## src/rtl/mdu_pkg.sv

```systemverilog
package mdu_pkg;

  typedef enum logic [3:0] {
    OP_MULS  = 4'd0,
    OP_MULU  = 4'd1,
    OP_MACS  = 4'd2,
    OP_MACU  = 4'd3,
    OP_MSBS  = 4'd4,
    OP_MSBU  = 4'd5,
    OP_DIVS  = 4'd6,
    OP_DIVU  = 4'd7,
    OP_MULW  = 4'd8,
    OP_PUTHI = 4'd9,
    OP_PUTLO = 4'd10,
    OP_GETHI = 4'd11,
    OP_GETLO = 4'd12
  } mdu_op_e;

  typedef enum logic [1:0] {
    ST_IDLE = 2'd0,
    ST_MUL  = 2'd1,
    ST_DIV  = 2'd2
  } mdu_state_e;

  // What to do with a product once the multiplier hands it back
  typedef enum logic [1:0] {
    ACC_LOAD = 2'd0,
    ACC_ADD  = 2'd1,
    ACC_SUB  = 2'd2,
    ACC_RET  = 2'd3
  } acc_mode_e;

endpackage

```

## src/rtl/mdu_mult.sv

```systemverilog
module mdu_mult #(
  parameter int W   = 32,
  parameter int LAT = 2
) (
  input  logic           clk,
  input  logic           rst_n,
  input  logic           in_valid,
  input  logic           is_signed,
  input  logic [W-1:0]   op_a,
  input  logic [W-1:0]   op_b,
  output logic           out_valid,
  output logic [2*W-1:0] out_prod
);
  localparam int PW = 2 * W;

  logic signed [W:0]    ext_a, ext_b;
  logic signed [PW+1:0] full;
  logic [PW-1:0]        stg_p [LAT];
  logic [LAT-1:0]       stg_v;

  // One extra bit per operand selects signed or unsigned interpretation
  always_comb begin
    ext_a = {is_signed & op_a[W-1], op_a};
    ext_b = {is_signed & op_b[W-1], op_b};
    full  = ext_a * ext_b;
  end

  always_ff @(posedge clk or negedge rst_n) begin
    if (!rst_n) begin
      stg_v <= '0;
    end else begin
      stg_v[0] <= in_valid;
      for (int i = 1; i < LAT; i++) stg_v[i] <= stg_v[i-1];
    end
  end

  always_ff @(posedge clk) begin
    if (in_valid) stg_p[0] <= full[PW-1:0];
    for (int i = 1; i < LAT; i++) stg_p[i] <= stg_p[i-1];
  end

  assign out_valid = stg_v[LAT-1];
  assign out_prod  = stg_p[LAT-1];

  // only one product may travel the pipe at a time
  assert_mul_single_R4: assert property (@(posedge clk) disable iff (!rst_n)
    $onehot0(stg_v));

endmodule

```

## src/rtl/mdu_div.sv

```systemverilog
module mdu_div #(
  parameter int W = 32
) (
  input  logic         clk,
  input  logic         rst_n,
  input  logic         start,
  input  logic         is_signed,
  input  logic [W-1:0] dividend,
  input  logic [W-1:0] divisor,
  output logic         busy,
  output logic         done,
  output logic [W-1:0] quo,
  output logic [W-1:0] rem
);
  localparam int CW = (W > 2) ? $clog2(W) : 1;

  logic          run_q;
  logic [CW-1:0] cnt_q;
  logic [W-1:0]  rem_q, quo_q, dvs_q, raw_q;
  logic          qneg_q, rneg_q, zero_q;

  logic          a_neg, b_neg;
  logic [W-1:0]  a_mag, b_mag;
  logic [W:0]    shifted, trial;
  logic          take;
  logic [W-1:0]  rem_nx, quo_nx;

  always_comb begin
    a_neg = is_signed & dividend[W-1];
    b_neg = is_signed & divisor[W-1];
    a_mag = a_neg ? (~dividend + 1'b1) : dividend;
    b_mag = b_neg ? (~divisor + 1'b1) : divisor;
  end

  // one restoring step per cycle: shift in next dividend bit, try subtract
  always_comb begin
    shifted = {rem_q, quo_q[W-1]};
    trial   = shifted - {1'b0, dvs_q};
    take    = ~trial[W];
    rem_nx  = take ? trial[W-1:0] : shifted[W-1:0];
    quo_nx  = {quo_q[W-2:0], take};
  end

  always_ff @(posedge clk or negedge rst_n) begin
    if (!rst_n) begin
      run_q  <= 1'b0;
      cnt_q  <= '0;
      rem_q  <= '0;
      quo_q  <= '0;
      dvs_q  <= '0;
      raw_q  <= '0;
      qneg_q <= 1'b0;
      rneg_q <= 1'b0;
      zero_q <= 1'b0;
    end else if (start) begin
      run_q  <= 1'b1;
      cnt_q  <= CW'(W - 1);
      rem_q  <= '0;
      quo_q  <= a_mag;
      dvs_q  <= b_mag;
      raw_q  <= dividend;
      qneg_q <= a_neg ^ b_neg;
      rneg_q <= a_neg;
      zero_q <= (divisor == '0);
    end else if (run_q) begin
      rem_q <= rem_nx;
      quo_q <= quo_nx;
      if (cnt_q == '0) run_q <= 1'b0;
      else             cnt_q <= cnt_q - 1'b1;
    end
  end

  assign busy = run_q;
  assign done = run_q && (cnt_q == '0);
  assign quo  = zero_q ? '1    : (qneg_q ? (~quo_nx + 1'b1) : quo_nx);
  assign rem  = zero_q ? raw_q : (rneg_q ? (~rem_nx + 1'b1) : rem_nx);

  // the partial remainder never reaches the divisor magnitude
  assert_div_rem_bound_R7: assert property (@(posedge clk) disable iff (!rst_n)
    (run_q && !zero_q) |-> (rem_q < dvs_q));

  assert_div_start_R7: assert property (@(posedge clk) disable iff (!rst_n)
    start |=> run_q);

endmodule

```

## src/rtl/mdu_acc_unit.sv

```systemverilog
module mdu_acc_unit
  import mdu_pkg::*;
#(
  parameter int DATA_W  = 32,
  parameter int MUL_LAT = 2
) (
  input  logic              clk,
  input  logic              rst_n,
  input  logic              req_valid,
  output logic              req_ready,
  input  logic [3:0]        req_op,
  input  logic [DATA_W-1:0] req_a,
  input  logic [DATA_W-1:0] req_b,
  output logic              busy,
  output logic              res_valid,
  input  logic              res_ready,
  output logic [DATA_W-1:0] res_data
);
  localparam int AW = 2 * DATA_W;

  mdu_state_e        state_q;
  acc_mode_e         mode_q;
  logic [DATA_W-1:0] hi_q, lo_q, res_q;
  logic              rv_q;

  logic              fire;
  mdu_op_e           op;
  logic              mul_go, mul_sgn, div_go, div_sgn;
  acc_mode_e         mode_d;

  logic              mul_ov;
  logic [AW-1:0]     mul_p;
  logic [AW-1:0]     acc_now;

  logic              div_busy, div_done;
  logic [DATA_W-1:0] div_q, div_r;

  assign op        = mdu_op_e'(req_op);
  assign req_ready = (state_q == ST_IDLE) && !rv_q;
  assign fire      = req_valid && req_ready;
  assign busy      = (state_q != ST_IDLE);
  assign res_valid = rv_q;
  assign res_data  = res_q;
  assign acc_now   = {hi_q, lo_q};

  always_comb begin
    mul_go  = 1'b0;
    mul_sgn = 1'b0;
    div_go  = 1'b0;
    div_sgn = 1'b0;
    mode_d  = ACC_LOAD;
    unique case (op)
      OP_MULS: begin mul_go = fire; mul_sgn = 1'b1; mode_d = ACC_LOAD; end
      OP_MULU: begin mul_go = fire;                 mode_d = ACC_LOAD; end
      OP_MACS: begin mul_go = fire; mul_sgn = 1'b1; mode_d = ACC_ADD;  end
      OP_MACU: begin mul_go = fire;                 mode_d = ACC_ADD;  end
      OP_MSBS: begin mul_go = fire; mul_sgn = 1'b1; mode_d = ACC_SUB;  end
      OP_MSBU: begin mul_go = fire;                 mode_d = ACC_SUB;  end
      OP_MULW: begin mul_go = fire; mul_sgn = 1'b1; mode_d = ACC_RET;  end
      OP_DIVS: begin div_go = fire; div_sgn = 1'b1; end
      OP_DIVU: begin div_go = fire;                 end
      default: ;
    endcase
  end

  mdu_mult #(.W(DATA_W), .LAT(MUL_LAT)) u_mult (
    .clk       (clk),
    .rst_n     (rst_n),
    .in_valid  (mul_go),
    .is_signed (mul_sgn),
    .op_a      (req_a),
    .op_b      (req_b),
    .out_valid (mul_ov),
    .out_prod  (mul_p)
  );

  mdu_div #(.W(DATA_W)) u_div (
    .clk       (clk),
    .rst_n     (rst_n),
    .start     (div_go),
    .is_signed (div_sgn),
    .dividend  (req_a),
    .divisor   (req_b),
    .busy      (div_busy),
    .done      (div_done),
    .quo       (div_q),
    .rem       (div_r)
  );

  always_ff @(posedge clk or negedge rst_n) begin
    if (!rst_n) begin
      state_q <= ST_IDLE;
      mode_q  <= ACC_LOAD;
      hi_q    <= '0;
      lo_q    <= '0;
      res_q   <= '0;
      rv_q    <= 1'b0;
    end else begin
      if (rv_q && res_ready) rv_q <= 1'b0;
      unique case (state_q)
        ST_IDLE: begin
          if (fire) begin
            unique case (op)
              OP_PUTHI: hi_q <= req_a;
              OP_PUTLO: lo_q <= req_a;
              OP_GETHI: begin res_q <= hi_q; rv_q <= 1'b1; end
              OP_GETLO: begin res_q <= lo_q; rv_q <= 1'b1; end
              OP_DIVS, OP_DIVU: state_q <= ST_DIV;
              OP_MULS, OP_MULU, OP_MACS, OP_MACU,
              OP_MSBS, OP_MSBU, OP_MULW: begin
                state_q <= ST_MUL;
                mode_q  <= mode_d;
              end
              default: ;
            endcase
          end
        end
        ST_MUL: begin
          if (mul_ov) begin
            state_q <= ST_IDLE;
            unique case (mode_q)
              ACC_LOAD: {hi_q, lo_q} <= mul_p;
              ACC_ADD:  {hi_q, lo_q} <= acc_now + mul_p;
              ACC_SUB:  {hi_q, lo_q} <= acc_now - mul_p;
              ACC_RET:  begin res_q <= mul_p[DATA_W-1:0]; rv_q <= 1'b1; end
              default: ;
            endcase
          end
        end
        ST_DIV: begin
          if (div_done) begin
            state_q <= ST_IDLE;
            hi_q    <= div_r;
            lo_q    <= div_q;
          end
        end
        default: state_q <= ST_IDLE;
      endcase
    end
  end

  assert_busy_stalls_R11: assert property (@(posedge clk) disable iff (!rst_n)
    busy |-> !req_ready);

  assert_res_hold_R3: assert property (@(posedge clk) disable iff (!rst_n)
    (res_valid && !res_ready) |=> (res_valid && $stable(res_data)));

  assert_puthi_R10: assert property (@(posedge clk) disable iff (!rst_n)
    (fire && op == OP_PUTHI) |=> (hi_q == $past(req_a) && $stable(lo_q)));

  assert_putlo_R10: assert property (@(posedge clk) disable iff (!rst_n)
    (fire && op == OP_PUTLO) |=> (lo_q == $past(req_a) && $stable(hi_q)));

  assert_div_tracks_R7: assert property (@(posedge clk) disable iff (!rst_n)
    (state_q == ST_DIV) |-> div_busy);

  assert_mul_owner_R4: assert property (@(posedge clk) disable iff (!rst_n)
    mul_ov |-> (state_q == ST_MUL));

  assert_mulw_keeps_acc_R6: assert property (@(posedge clk) disable iff (!rst_n)
    (mul_ov && mode_q == ACC_RET) |=> $stable(acc_now));

endmodule

```

## config.mk

```make
export PLATFORM = sky130hd
export DESIGN_NAME = mdu_acc_unit
export DESIGN_NICKNAME = d
export VERILOG_FILES = /design/src/rtl/mdu_pkg.sv /design/src/rtl/mdu_mult.sv /design/src/rtl/mdu_div.sv /design/src/rtl/mdu_acc_unit.sv
export SDC_FILE = /design/constraint.sdc
export NUM_CORES = 2
export LEC_CHECK = 0
export ABC_AREA = 1
export ABC_CLOCK_PERIOD_IN_PS = 9700
export BUFFER_PORTS_ARGS = -buffer_cell sky130_fd_sc_hd__buf_4
export CELL_PAD_IN_SITES_DETAIL_PLACEMENT = 1
export CELL_PAD_IN_SITES_GLOBAL_PLACEMENT = 1
export CORE_MARGIN = 3
export CORE_UTILIZATION = 44
export CTS_CLUSTER_SIZE = 8
export DETAILED_ROUTE_END_ITERATION = 8
export HOLD_SLACK_MARGIN = 0.03
export PLACE_DENSITY = 0.74
export SLEW_MARGIN = 20
export SYNTH_ARGS = -nofsm -noshare
export SYNTH_HDL_FRONTEND = slang
export SYNTH_SLANG_ARGS = --single-unit
```

## constraint.sdc

```tcl
create_clock -name clk -period 9.7 [get_ports clk]
set_clock_uncertainty 0.15 [all_clocks]
set_input_delay 0.97 -clock clk [delete_from_list [all_inputs] [get_ports clk]]
set_output_delay 0.97 -clock clk [all_outputs]
set_load 0.01 [all_outputs]
```

After elaboration in Yosys (flattened, before gate mapping)
Memory sizes are Yosys's and may differ from the RTL's.
Index checks and enable logic that the tools add are counted.

operators by class
  add/sub/neg operators = 8
  $mul = 1
  div/mod/pow operators = 0
  order comparisons = 0
  equality and inequality tests = 27
  shift operators = 0
  mux-type cells = 52
  bitwise gates (word level) = 10
  reduce and logical (&&, ||, !) cells = 26

operators with widths
  kind                   number
  $mux 32                22
  $pmux 32 s3            4
  $add 32x1->32 const B  4
  $not 32->32            4
  $pmux 32 s2            2
  $add 64x64->64         1
  $mul 33x33->64         1
  $sub 64x64->64         1
  $sub 33x32->33         1
  $logic_not 32->1       1
  $eq 4x4->1 const B     5
  $eq 4x3->1 const B     4
  $mux 5                 3
  $mux 1                 14
  $pmux 2 s3             2
  $reduce_and 6->1       2
  $eq 4x2->1 const B     2
  $ne 2x2->1 const B     4
  $reduce_or 2->1        4
  $reduce_or 7->1        1
  $eq 2x2->1 const B     3
  $mux 2                 3
  $ne 2x1->1 const B     3
  $reduce_bool 2->1      3
  other kinds (22)       30

storage, ports and cells
  bits in registers = 240
  latch bits = 0
  memory bits (writable) = 128
  bits in read-only memories = 0
  input port bits = 72
  output and inout port bits = 35
  logic and storage cells = 141
  memories kept = 1

memories
  memory        depth  width  read ports  clocked after Yosys merged registers in  wr ports  RTL line        source
  u_mult.stg_p  2      64     2           0                                        2         mdu_mult.sv:18  logic [PW-1:0] stg_p [LAT];

Logic depth before layout (Yosys ltp)
  word-level depth = 8
  gate-level depth with buffers = 35
  gate-level depth less buffers = 33

By module
A second synthesis with hierarchy kept.

second synthesis, totals
  cells, all modules = 10927
  area, all modules = 75195.9 sq um

modules (own cells, without submodules)
  module        instances  cells each  area an instance (sq um)  sequential area each (sq um)
  mdu_mult      1          5236        43643.1                   3253.1
  mdu_acc_unit  1          3803        19628.8                   2527.4
  mdu_div       1          1888        11923.9                   3428.3

Worst setup path before layout
OpenSTA, ideal clock, no wires.

  path type = in2reg
  start = input req_a[31]
  end = memory u_mult.stg_p[0][60] (netlist name), data pin
  library setup time = 0.260 ns
  data arrival time = 8.376 ns
  data required time = 9.290 ns
  slack = 0.914 ns
  cell stages on the path = 28
  path buffers = 2
  cell sequence = clkbuf_1 > clkbuf_1 > nand2_1 > nor2_1 > fa_1 > fa_1 > fa_1 > inv_1 > fa_1 > inv_1 > fa_1 > fa_1 > inv_1 > fa_1 > fa_1 > inv_1 > ha_1 > nand2_1 > nor2_1 > inv_1 > nor4_1 > nand2_1 > o21ai_0 > nand2_1 > nand2_1 > nand2_1 > nand2_1 > xor2_1

RTL lines
  what             RTL line            source
  start, declared  mdu_acc_unit.sv:12  input logic [DATA_W-1:0] req_a,
  end, declared    mdu_mult.sv:18

==> impl_metrics.json <==
{
  "die_area_um2": 163000,
  "routed_wl_um": 293000,
  "netlist_instances": 9491,
  "outcome": "finished clean",
  "grt_pass1_wl_um": 440000,
  "wire_per_inst_um": 25.7,
  "grt_max_degree": 87,
  "crit_top_cell": "fa_1",
  "cts_resized": 0,
  "setup_ws_ns": 0.880,
  "synthTopCellsByArea": "fa_1 (32%), inv_1 (12%), nand2_1 (11%)",
  "cts_tree": "done",
  "holdCritPathClass": "primary input to async pin",
  "hpwlAfterDp_um": 242000,
  "critical_path_required_ns": 9.92,
  "drv_slew": 0,
  "critPathArrivalTime_ns": 9.04,
  "synth-edff-count": 64,
  "path_clk_slew_ns": 0.06,
  "die_w_um": 404,
  "num_rows": 145,
  "clockBufferDepth": 3,
  "drv_cap": 0,
  "clk_latency_ns": 0.68,
  "initial_utilization_pct": 44.5,
  "vias": 63934,
  "post-route-drc-count": 0,
  "r2r_cells": 28,
  "tightest_slew_ns": 1.17,
  "synth_top_area_cell": "fa_1",
  "ys.flop_type": "dfrtp_1",
  "syn2layout_area_growth_pct": 5.88,
  "final_common_cell": "inv_1",
  "clock_tree.root_cell": "clkbuf_16",
  "yosysWarnings": 0,
  "routabilityCongestion": 1.01,
  "synth.net_count": 11075,
  "grt-ovfl-total": 0,
  "final_cell_area_um2": 73900,
  "crit-reg2reg-launch": "u_div.quo_q[31]",
  "synthDistinctLibCells": 71,
  "die_h_um": 404,
  "postCtsHoldBufs": 0,
  "finish.net_count": 10892,
  "synth.yosys.seq_area_share_pct": 13.2,
  "critPathMaxFanout": 9,
  "final_cell_mix": "inv_1 (2271), nand2_1 (2086), fa_1 (1128)",
  "crit_type": "primary input to flop",
  "viasPerCell": 5.60,
  "end_kind": "flop",
  "core-area_um2": 157000,
  "startpoint": "req_op[3]",
  "dpl_cell_area_um2": 72200,
  "setup_viol": 0,
  "start_kind": "primary input",
  "numCtsBuffers": 55,
  "layout-drive-gt1-share_pct": 4.72,
  "syn_area_per_cell_um2": 7.36,
  "synth_seq_cells": 368,
  "drt-initial-drc-count": 4867,
  "port_buffers": 106,
  "antenna_found_initial": 20,
  "mappedNetlistArea_um2": 69800,
  "period_share_pct": 90.9,
  "grt_pass1_vias": 69261,
  "drt-pass1-iter-count": 6,
  "synth_top_area_share_pct": 32.3,
  "preCtsSetupSlack_ns": 0.137,
  "tns_ns": 0,
  "rsz0062_at_grt": "no",
  "whs_ns": 0.112,
  "cts_setup_buffers": 0,
  "crit_family": "adder cells",
  "h-tree-depth": 2,
  "track_usage_pct": 36.1,
  "path_buf_inv": 7,
  "hold_viol_final": 0,
  "io_pins": 107,
  "async_flop_share_pct": 65.2,
  "slowest_stage": "fa_1",
  "cp_num_cells": 30,
  "numClockSinks": 368,
  "cp_slowest_stage_delay_ns": 0.59,
  "min_period_ns": 8.82,
  "max_freq_ghz": 0.113,
  "slew_headroom_pct": 22.2,
  "antenna_left": 0
}
cell families after synthesis:
kind of cell	count (synthesis)	share of synthesized area [%]
buf+inv	2748	14.9
fa+ha+maj	1512	39.2
flops	368	13.2
mux	24	0.385
simple gates	3340	19.6
xor+xnor	135	1.69
compound gates	1364	11.0
stage by stage:
step,util (%),instances
after floorplan,-,9491
after global placement,46.0,11309
after detailed placement,46.0,11309
after CTS,47.1,11413
after global routing,47.1,11413
final,47.1,11420
cell type report:
cell class              instances  area, um^2
flip-flops and latches        368        9210
fillers                     19756       83000
clock buffers                  96        1570
repair buffers                207        1560
clock inverters                 8        86.3
multi-input cells            6375       50300
diodes                          7        17.5
inverters                    2301        8640
well taps                    2058        2570
per-layer routing:
metal	vias up	GRT usage [%]	share of wire, %
met1	33033	47.0	42
li1	28210	-	-
met4	4	14.8	4.8
met3	551	5.32	6.4
met5	-	0	0.0082
met2	2136	60.3	47
worst register-to-register path: cells and delay by family, from the launching register on:
kind	cells	cell delay (ns)
DFF	1	0.41
xor gates and xnor gates	1	0.16
and+or+nand+nor	17	2.82
AOI/OAI and AO/OA	4	0.84
adders and majority gates	3	1.00
buffers and inverters	3	0.37
Yosys cell counts (all sizes together), types with 3 or more instances:
cell type and instances:
a2111oi 3, a211oi 6, a21boi 14, a21o 27, a21oi 567, a221oi 15
a22oi 12, a31oi 74, and2 3, buf 103, clkbuf 344, clkinv 9
dfrtp 240, dfxtp 64, edfxtp 64, fa 1128, ha 384, inv 2292
mux2 23, nand2 2144, nand3 307, nand3b 14, nand4 61, nor2 693
nor3 79, nor4 16, o211ai 35, o21a 26, o21ai 457, o21bai 38
o221a 4, o221ai 13, o22ai 49, o31ai 11, or2 19, xnor2 60
xor2 75
sequential cells by signal (all words and copies together) (netlist names):
| register | cells |
|---|---|
| u_div.quo_q | 32 |
| mode_q | 2 |
| hi_q | 32 |
| u_div.busy | 1 |
| u_mult.stg_p | 128 |
| u_div.raw_q | 32 |
| u_div.qneg_q | 1 |
| state_q | 2 |
| u_mult.stg_v | 2 |
| lo_q | 32 |
| u_div.zero_q | 1 |
| u_div.dvs_q | 32 |
| u_div.rem_q | 32 |
| res_valid | 1 |
| u_div.rneg_q | 1 |
| u_div.cnt_q | 5 |
| res_data | 32 |
final timing paths:
path,slack [ns],endpoint
max,0.88,u_mult.stg_p[0][45]
min reg2reg,0.16,u_mult.stg_p[0][118]
min,0.11,u_div.dvs_q[2]
max in group asynchronous,7.87,res_data[25]
max reg2reg,3.78,lo_q[28]
min in group clk,0.16,u_mult.stg_p[0][118]
Power is not shown: default switching activity piles up to over one toggle a cycle in this logic, so the estimate is an artifact.
